## src/rtl/mq_pkg.sv

```systemverilog
package mq_pkg;
  typedef logic [31:0] word_t;
  localparam word_t MQ_EMPTY_WORD = 32'hFFFF_FFFF;
  localparam int    MQ_FULL_BIT   = 31;
  localparam int    MQ_EMPTY_BIT  = 30;
endpackage

```

## src/rtl/mq_occupancy.sv

```systemverilog
module mq_occupancy #(
  parameter int DEPTH = 8,
  localparam int IW = $clog2(DEPTH),
  localparam int CW = $clog2(DEPTH + 1)
) (
  input  logic          clk,
  input  logic          rst_n,
  input  logic          push_valid,
  input  logic          pull_valid,
  input  logic [IW-1:0] pull_index,
  output logic [CW-1:0] count,
  output logic [CW-1:0] write_slot,
  output logic          push_ready,
  output logic          pull_ready,
  output logic          push_fire,
  output logic          pull_fire,
  output logic          is_full,
  output logic          is_empty,
  output logic          err
);
  localparam logic [CW-1:0] DEPTH_C = CW'(DEPTH);

  logic [CW-1:0] count_q;
  logic [CW-1:0] count_d;
  logic          err_q;

  // pull is legal only for an occupied slot
  assign pull_ready = CW'(pull_index) < count_q;
  assign pull_fire  = pull_valid && pull_ready;

  // pull is applied first, so a full queue accepts a push when a pull completes
  assign push_ready = (count_q != DEPTH_C) || pull_fire;
  assign push_fire  = push_valid && push_ready;

  assign write_slot = count_q - CW'(pull_fire);
  assign count_d    = write_slot + CW'(push_fire);

  always_ff @(posedge clk or negedge rst_n) begin
    if (!rst_n) begin
      count_q <= '0;
      err_q   <= 1'b0;
    end else begin
      count_q <= count_d;
      err_q   <= (push_valid && !push_ready) || (pull_valid && !pull_ready);
    end
  end

  assign count    = count_q;
  assign is_full  = count_q == DEPTH_C;
  assign is_empty = count_q == '0;
  assign err      = err_q;
endmodule

```

## src/rtl/mq_slot_array.sv

```systemverilog
module mq_slot_array
  import mq_pkg::*;
#(
  parameter int DEPTH = 8,
  localparam int IW = $clog2(DEPTH),
  localparam int CW = $clog2(DEPTH + 1)
) (
  input  logic          clk,
  input  logic          rst_n,
  input  logic          pull_fire,
  input  logic [IW-1:0] pull_index,
  input  logic          push_fire,
  input  logic [CW-1:0] write_slot,
  input  word_t         push_data,
  output word_t         pull_data,
  output word_t         head
);
  word_t slot_q [DEPTH];

  for (genvar k = 0; k < DEPTH; k++) begin : g_slot
    word_t upper;
    word_t shifted;
    word_t next;

    if (k == DEPTH - 1) begin : g_top
      assign upper = MQ_EMPTY_WORD;
    end else begin : g_mid
      assign upper = slot_q[k+1];
    end

    always_comb begin
      shifted = slot_q[k];
      if (pull_fire && (k >= int'(pull_index))) shifted = upper;
      next = shifted;
      if (push_fire && (write_slot == CW'(k))) next = push_data;
    end

    always_ff @(posedge clk or negedge rst_n) begin
      if (!rst_n) slot_q[k] <= MQ_EMPTY_WORD;
      else        slot_q[k] <= next;
    end
  end

  always_comb begin
    pull_data = MQ_EMPTY_WORD;
    for (int k = 0; k < DEPTH; k++)
      if (int'(pull_index) == k) pull_data = slot_q[k];
  end

  assign head = slot_q[0];
endmodule

```

## src/rtl/mq_status_pack.sv

```systemverilog
module mq_status_pack
  import mq_pkg::*;
#(
  parameter int DEPTH = 8,
  localparam int CW = $clog2(DEPTH + 1)
) (
  input  logic [CW-1:0] count,
  input  logic          is_full,
  input  logic          is_empty,
  output word_t         status
);
  always_comb begin
    status               = '0;
    status[CW-1:0]       = count;
    status[MQ_FULL_BIT]  = is_full;
    status[MQ_EMPTY_BIT] = is_empty;
  end
endmodule

```

## src/rtl/msg_extract_queue.sv

```systemverilog
module msg_extract_queue
  import mq_pkg::*;
#(
  parameter int DEPTH = 8,
  localparam int IW = $clog2(DEPTH),
  localparam int CW = $clog2(DEPTH + 1)
) (
  input  logic          clk,
  input  logic          rst_n,
  input  logic          push_valid,
  output logic          push_ready,
  input  logic [31:0]   push_data,
  input  logic          pull_valid,
  output logic          pull_ready,
  input  logic [IW-1:0] pull_index,
  output logic [31:0]   pull_data,
  output logic [31:0]   peek,
  output logic [CW-1:0] count,
  output logic [31:0]   status,
  output logic          err
);
  logic          push_fire;
  logic          pull_fire;
  logic          is_full;
  logic          is_empty;
  logic [CW-1:0] write_slot;

  mq_occupancy #(.DEPTH(DEPTH)) u_occ (
    .clk        (clk),
    .rst_n      (rst_n),
    .push_valid (push_valid),
    .pull_valid (pull_valid),
    .pull_index (pull_index),
    .count      (count),
    .write_slot (write_slot),
    .push_ready (push_ready),
    .pull_ready (pull_ready),
    .push_fire  (push_fire),
    .pull_fire  (pull_fire),
    .is_full    (is_full),
    .is_empty   (is_empty),
    .err        (err)
  );

  mq_slot_array #(.DEPTH(DEPTH)) u_slots (
    .clk        (clk),
    .rst_n      (rst_n),
    .pull_fire  (pull_fire),
    .pull_index (pull_index),
    .push_fire  (push_fire),
    .write_slot (write_slot),
    .push_data  (push_data),
    .pull_data  (pull_data),
    .head       (peek)
  );

  mq_status_pack #(.DEPTH(DEPTH)) u_stat (
    .count    (count),
    .is_full  (is_full),
    .is_empty (is_empty),
    .status   (status)
  );
endmodule

```

## config.mk

```make
export PLATFORM = sky130hd
export DESIGN_NAME = msg_extract_queue
export DESIGN_NICKNAME = d
export VERILOG_FILES = /design/src/rtl/mq_pkg.sv /design/src/rtl/mq_occupancy.sv /design/src/rtl/mq_slot_array.sv /design/src/rtl/mq_status_pack.sv /design/src/rtl/msg_extract_queue.sv
export SDC_FILE = /design/constraint.sdc
export NUM_CORES = 1
export LEC_CHECK = 0
export BUFFER_PORTS_ARGS = -buffer_cell sky130_fd_sc_hd__buf_4
export CAP_MARGIN = 20
export CORE_MARGIN = 5
export CORE_UTILIZATION = 55
export CTS_CLUSTER_SIZE = 16
export DETAILED_ROUTE_END_ITERATION = 16
export PLACE_DENSITY = 0.74
export SYNTH_ARGS = -nofsm -noshare
export SYNTH_HDL_FRONTEND = slang
export SYNTH_SLANG_ARGS = --single-unit
```

## constraint.sdc

```tcl
create_clock -name clk -period 3.7 [get_ports clk]
set_input_delay 0.74 -clock clk [delete_from_list [all_inputs] [get_ports clk]]
set_output_delay 0.74 -clock clk [all_outputs]
set_load 0.05 [all_outputs]
```

==> summary.txt, run 1 <==
Place
  – Placed cell area: roughly 19000 µm²
  – Number of port buffers: between 100 and 150
  – Hpwl dp: about 37000 µm
  – GP Congestion: roughly 0.85

Critical path
  – Setup Crit Path Kind: input port to primary output
  – Crit start category: input port
  – Critical Path RT: 2.96 ns
  – CP Max Fanout: 31
  – CP Data Arrival Time: 2.55 ns
  – Setup crit end kind: primary output
  – Setup crit start: pull_index[0]
  – R2r startpoint: u_occ.count[1]

STA
  – Minimum clock period: ~3.3 ns
  – Fmax: 304 MHz
  – Final Max Slew Viols: 0
  – # setup viols final: 0
  – Layout Skew: around 0.011 ns
  – Slew HR: 0.167
  – Setup TNS: 0 ns
  – RSZ-0062 raised after global routing: no
  – Final period util: 0.889
  – Final hold vios: 0
  – Slew @ Worst Pin: approximately 1.3 ns

Job
  – Max cap viols: 0

Detailed routing
  – Initial DRC Count: between 3000 and 4000
  – DRC viols: 0
  – Via/cell ratio: 7.70
  – DR WL/cell: roughly 27 µm
  – Post-route ant nets: 0
  – Routed WL: ~64000 µm
  – DRT Pass-1 Iters: 7
  – Total vias in the final route: approximately 18000

Logic synthesis
  – Ys async rst share: 1.00
  – Yosys reg bits: around 260
  – Yosys top cell area share: 0.364
  – Mux share of post-synthesis cell area: 0.0975
  – Dominant cell type by area after synthesis: dfstp_2
  – Netlist cell types: 41
  – Compound-gate portion of the synthesized area: 0.245
  – Dominant cells by area after synthesis: dfstp_2, a31oi_1, nor4_1, mux4_2, o211ai_1
  – Largest family of logic cells by synthesized area: compound AO/OA/AOI/OAI gates
  – Simple-Gate Fraction of Synth Area: 0.181
  – XOR/XNOR Fraction of Synth Area: 0.00318
  – Mapped Cells: between 2000 and 2500
  – Post-synth EDFFs: 0
  – Main synth FF type: dfstp_2
  – Syn avg cell area: between 9 and 10 µm²
  – YS warnings: 0
  – Seq/Total Area, Yosys: 0.371
  – Mapped cell area: roughly 18000 µm²
  – Post-synthesis adder-cell area fraction: 0.00406

Global route
  – Global route overflow: 0
  – Largest net degree at the start of global routing: 229
  – Number of global-route vias before repair: about 17000
  – First-pass GRT wire length: between 100000 and 150000 µm
  – Overall routing resource usage: 0.324
  – Initial antenna violation count: 2

Clock tree
  – Hold_buf cts: 0
  – H-tree Lvls: 1
  – Max clock buf depth: 3
  – Clock transition at path regs: roughly 0.06 ns
  – Post_cts resized: 0
  – Setup Buffers After CTS: 0
  – Clk_lat worst skew: 0.57 ns
  – CTS tree: built
  – Root buf cell: clkbuf_16
  – Sink Count: between 200 and 300
  – TritonCTS buffer count: 30

Final layout
  – Share of cells above drive strength 1: 0.311
  – Design area: ~20000 µm²
  – Nets: 1973
  – Layout area overhead: 9.06%
  – N_diodes: 0
  – Most frequent cells in the layout: a31oi_1, nor4_1, dfstp_2
  – Commonest non-fill, non-tap cell in the layout: a31oi_1

Power and ir drop
  – Pwr Density: 1010 nW/µm²
  – Leak Pwr: 7.30 nW
  – Peak VDD IR: between 700 and 800 µV

Floorplan
  – Die ar.: approximately 37000 µm²
  – Die Span Y: between 150 and 200 µm
  – Core ar.: 33400 µm²
  – Number of cell rows: between 60 and 70
  – Die Wd: ~190 µm
  – I/O pin count: between 100 and 150
  – Initial core utilization: 0.554

Outcome
  – Status: finished, final reports clean

Hold path
  – Min-delay worst type: input port to async pin
==> stage by stage <==
step	setup slack, ns	util	instances	hold WS [ns]	power (mW)
2_1_floorplan	0.157	-	2061	0.444	14.0
3_3_place_gp	0.200	0.574	2343	0.469	16.8
3_5_place_dp	0.0867	0.575	2344	0.477	17.1
4_1_cts	0.396	0.604	2398	0.241	20.0
5_1_grt	0.254	0.604	2398	0.253	21.2
6_report	0.410	0.604	2398	0.200	20.4
==> synth_stat cells (all sizes together) (2+ instances only) <==
library cell and instances:
a31oi 352, nor4 257, dfstp 256, clkbuf 212, buf 145, nand3 134, o211ai 130, o21ai 100
and3 97, nand2 75, mux4 64, o2bb2ai 64, inv 41, a21boi 32, mux2 32, or3 8
ha 6, dfrtp 5, nor2 5, nor2b 4, nor4b 3, xor2 3, nor3b 2, xnor2 2
==> critical path, stage by stage <==
cell and delay, ns:
buf_4 0.30, buf_12 0.32, buf_4 0.19, mux4_2 0.49, mux2_2 0.29, buf_4 0.19
==> state kept, by name, summed over array words and instances (netlist names) <==
signal and cells:
u_slots.g_slot.upper 224, u_slots.head 32, u_occ.count 4, u_occ.err 1
==> path summary, 6_finish.rpt <==
path / to / slack (ns) / depth (start not counted)
min: u_occ.err / 0.20 / 1
min in group clk: u_slots.g_slot[6].upper[14] / 0.49 / 2
max in group asynchronous: u_slots.g_slot[3].upper[14] / 2.56 / 2
max reg2reg: u_slots.g_slot[6].upper[0] / 0.48 / 12
max: pull_data[16] / 0.41 / 6
min reg2reg: u_slots.g_slot[6].upper[14] / 0.49 / 2
==> layer usage <==
| metal | vias to the layer above | share of wire | GRT usage |
|---|---|---|---|
| met2 | 1481 | 0.44 | 0.474 |
| met4 | 4 | 0.024 | 0.0931 |
| met5 | - | 0.00036 | 0 |
| met1 | 8997 | 0.39 | 0.481 |
| met3 | 155 | 0.14 | 0.0804 |
| li1 | 7816 | - | - |
==> layout make-up <==
cell class                 instances  area (µm²)
sequential                       261        6850
tap                              448         561
clock inverter                     2        10.0
clock buffer                      52         945
timing repair buffer             192        1630
inverter                          41         154
multi-input combinational       1402       10000
fill                            2734       13200
==> cells by family (layout without fill, tap and decap cells) <==
logic type,count (synthesis),after routing
compound gates,683,683
xor+xnor,5,5
fa+ha+maj,6,6
buf+inv,398,287
flops,261,261
mux,96,96
other cells,1,26
simple gates,586,586
==> where the power goes <==
group | leakage [nW] | switching (mW) | internal (mW)
logic | 4.09 | 7.28 | 3.47
registers | 2.75 | 1.44 | 5.23
clock network | 0.469 | 1.23 | 1.71
Power figures use the tool's default switching activity.
==> run 2, diff against run 1 <==
==> constraint.sdc (replaced) <==
create_clock -name clk -period 3.7 [get_ports clk]
set_input_delay 0.37 -clock clk [delete_from_list [all_inputs] [get_ports clk]]
set_output_delay 0.37 -clock clk [all_outputs]
set_load 0.05 [all_outputs]
==> run 2 against run 1 <==
  * Routed wire length up 0.29%
  * Worst setup slack better by 0.027 ns
  * Count of clock-buffer cells in the layout fell by 2
  * Highest routed layer is now met4
==> summary.txt, run 2 (synthesis gave the netlist of run 1 again) <==
Place
  – GP Congestion: 0.858 (+0.43%)
  – Number of port buffers: 115 (unchanged)
  – Hpwl dp: 37100 µm (-0.67%)
  – DP Cell Count: 2340 (-0.17%)

Floorplan
  – I/O pin count: 142 (unchanged)
  – Initial core utilization: 0.554 (unchanged)
  – Core ar.: 33400 µm² (unchanged)
  – Die Wd: 193 µm (unchanged)
  – Die Span Y: 193 µm (unchanged)
  – Number of cell rows: 67 (unchanged)
  – Die ar.: 37400 µm² (unchanged)

STA
  – Final period util: 0.882 (-0.00721)
  – Slew @ Worst Pin: 1.17 ns (-0.0840 ns)
  – Minimum clock period: 3.26 ns (-0.0267 ns)
  – Slew HR: 0.223 (+0.0560)
  – Final hold vios: 0 (unchanged)
  – Layout Skew: 0.00760 ns (-0.00303 ns)
  – Setup TNS: 0 ns (unchanged)
  – Final Max Slew Viols: 0 (unchanged)
  – RSZ-0062 raised after global routing: no
  – # setup viols final: 0 (unchanged)
  – Fmax: 306 MHz (+0.82%)

Global route
  – Initial antenna violation count: 0 (-2)
  – Global route overflow: 0 (unchanged)
  – Overall routing resource usage: 0.326 (+0.00134)
  – Largest net degree at the start of global routing: 229 (unchanged)
  – First-pass GRT wire length: 102000 µm (+0.35%)
  – Number of global-route vias before repair: 17337 (+0.99%)

Detailed routing
  – DRT Pass-1 Iters: 6 (-1)
  – Via/cell ratio: 7.65 (-0.57%)
  – Met2 wire length: 28700 µm (+0.58%)
  – Post-route ant nets: 0 (unchanged)
  – Initial DRC Count: 3581 (-0.75%)
  – M1 wire length: 25300 µm (+0.44%)
  – Met3 wire len: 8950 µm (-0.52%)
  – Routed WL: 64500 µm (+0.29%)
  – DRC viols: 0 (unchanged)
  – Total vias in the final route: 18310 (-0.77%)
  – DR WL/cell: 27.0 µm (+0.50%)
  – DR top layer: met4

Final layout
  – Layout area overhead: 8.76%
  – Reg area: 6850 µm² (unchanged)
  – Area of the multi-input gates: 10000 µm² (about the same)
  – Fill count: 2790 (+2.0%)
  – Count of non-filler cells in the finished layout: 2393 (-0.21%)
  – Commonest non-fill, non-tap cell in the layout: a31oi_1
  – N_diodes: 0 (unchanged)
  – Max reg flops: 224 (unchanged)
  – Most frequent cells in the layout: a31oi_1, nor4_1, dfstp_2
  – Share of cells above drive strength 1: 0.311 (-0.000742)
  – Nets: 1970 (-0.15%)

Critical path
  – Max incr delay on CP: 0.54 ns (+0.05 ns)
  – Critical Path RT: 4.18 ns (+1.22 ns)
  – Worst R2R Path Depth: 11 (-1)
  – Slowest cell on the critical path: dfrtp_1
  – Crit start category: flip-flop
  – Setup Crit Path Kind: flip-flop to flip-flop
  – CP cell instances: nor2b_2 > o21a_4 > o21ai_2 > inv_1 > ha_1 > nor3b_2 > xor2_4 > buf_12 > buf_4 > nor4_1 > a31oi_1
  – CP Max Fanout: 28 (-9.7%)
  – Setup crit end kind: flip-flop
  – Reg2reg setup slack: 0.44 ns (-0.04 ns)
  – CP Data Arrival Time: 3.75 ns (+1.20 ns)

Clock tree
  – Clock transition at path regs: 0.06 ns (about the same)
  – Post_cts resized: 0 (unchanged)
  – Setup Buffers After CTS: 0 (unchanged)
  – TritonCTS buffer count: 30 (unchanged)
  – Root buf cell: clkbuf_16
  – Max clock buf depth: 3 (unchanged)
  – Clk_lat worst skew: 0.57 ns (about the same)
  – H-tree Lvls: 1 (unchanged)
  – CTS tree: built
  – Sink Count: 261 (unchanged)

Power and ir drop
  – Peak VDD IR: 794 µV (+1.3%)
  – Pwr Density: 1020 nW/µm² (+0.88%)
  – Leak Pwr: 7.27 nW (-0.42%)

Hold path
  – Hold path cells: 3
  – Min-delay worst type: input port to flip-flop

Job
  – Max cap viols: 0 (unchanged)

Outcome
  – Status: finished, final reports clean
-- run 2: cell type report --
class,instances,share of cell area
inverter,41,0.00766
timing repair buffer,189,0.0767
multi-input combinational,1402,0.498
clock inverter,2,0.00174
sequential,261,0.341
clock buffer,50,0.0471
tap,448,0.0279
-- run 2: metrics by stage --
| step | hold WS [ns] | utilization | worst slack (ns) | power [mW] | instance area, µm² |
|---|---|---|---|---|---|
| CTS | 0.182 | 0.602 | 0.463 | 20.1 | 20100 |
| finish | 0.190 | 0.602 | 0.437 | 20.5 | 20100 |
| global route | 0.198 | 0.602 | 0.259 | 21.3 | 20100 |
| global placement | 0.470 | 0.572 | 0.570 | 16.8 | 19100 |
| detailed placement | 0.478 | 0.572 | 0.464 | 17.1 | 19100 |
| floorplan | 0.0744 | - | 0.157 | 14.0 | 18600 |
-- run 2: report_power, final --
part / switching [mW] / total (mW) / internal, mW / leakage [nW]
combinational: 7.29 / 10.8 / 3.49 / 4.04
clock: 1.24 / 3.02 / 1.79 / 0.483
sequential: 1.46 / 6.68 / 5.22 / 2.75
-- run 2: metal layers --
layer / track usage / vias up
met5: 0 / -
met4: 0.0952 / 0
met3: 0.0858 / 151
met2: 0.480 / 1463
met1: 0.475 / 8905
li1: - / 7791
-- run 2: critical path, delay by kind of cell, from the launching register on --
| kind | cells | cell delay (ns) |
|---|---|---|
| buffers and inverters | 3 | 0.66 |
| adder cells (fa/ha/maj) | 1 | 0.17 |
| XOR/XNOR | 1 | 0.42 |
| AO/OA/AOI/OAI | 3 | 0.49 |
| AND/OR/NAND/NOR | 3 | 0.88 |
| flip-flops | 1 | 0.54 |
-- run 2: final timing paths --
path,from,to
max,u_occ.count[0],u_slots.head[30]
min reg2reg,u_slots.g_slot[6].upper[25],u_slots.g_slot[6].upper[25]
max reg2reg,u_occ.count[0],u_slots.head[30]
max in group asynchronous,rst_n,u_slots.g_slot[0].upper[26]
min in group asynchronous,rst_n,u_occ.err
min,push_valid,u_occ.err
-- run 2: repair_timing --
| action | 4_1_cts | 5_1_grt |
|---|---|---|
| setup endpoints to repair | 0 | 0 |
| endpoints found under the hold margin | 5 | 0 |
| hold buffers | 1 | 0 |
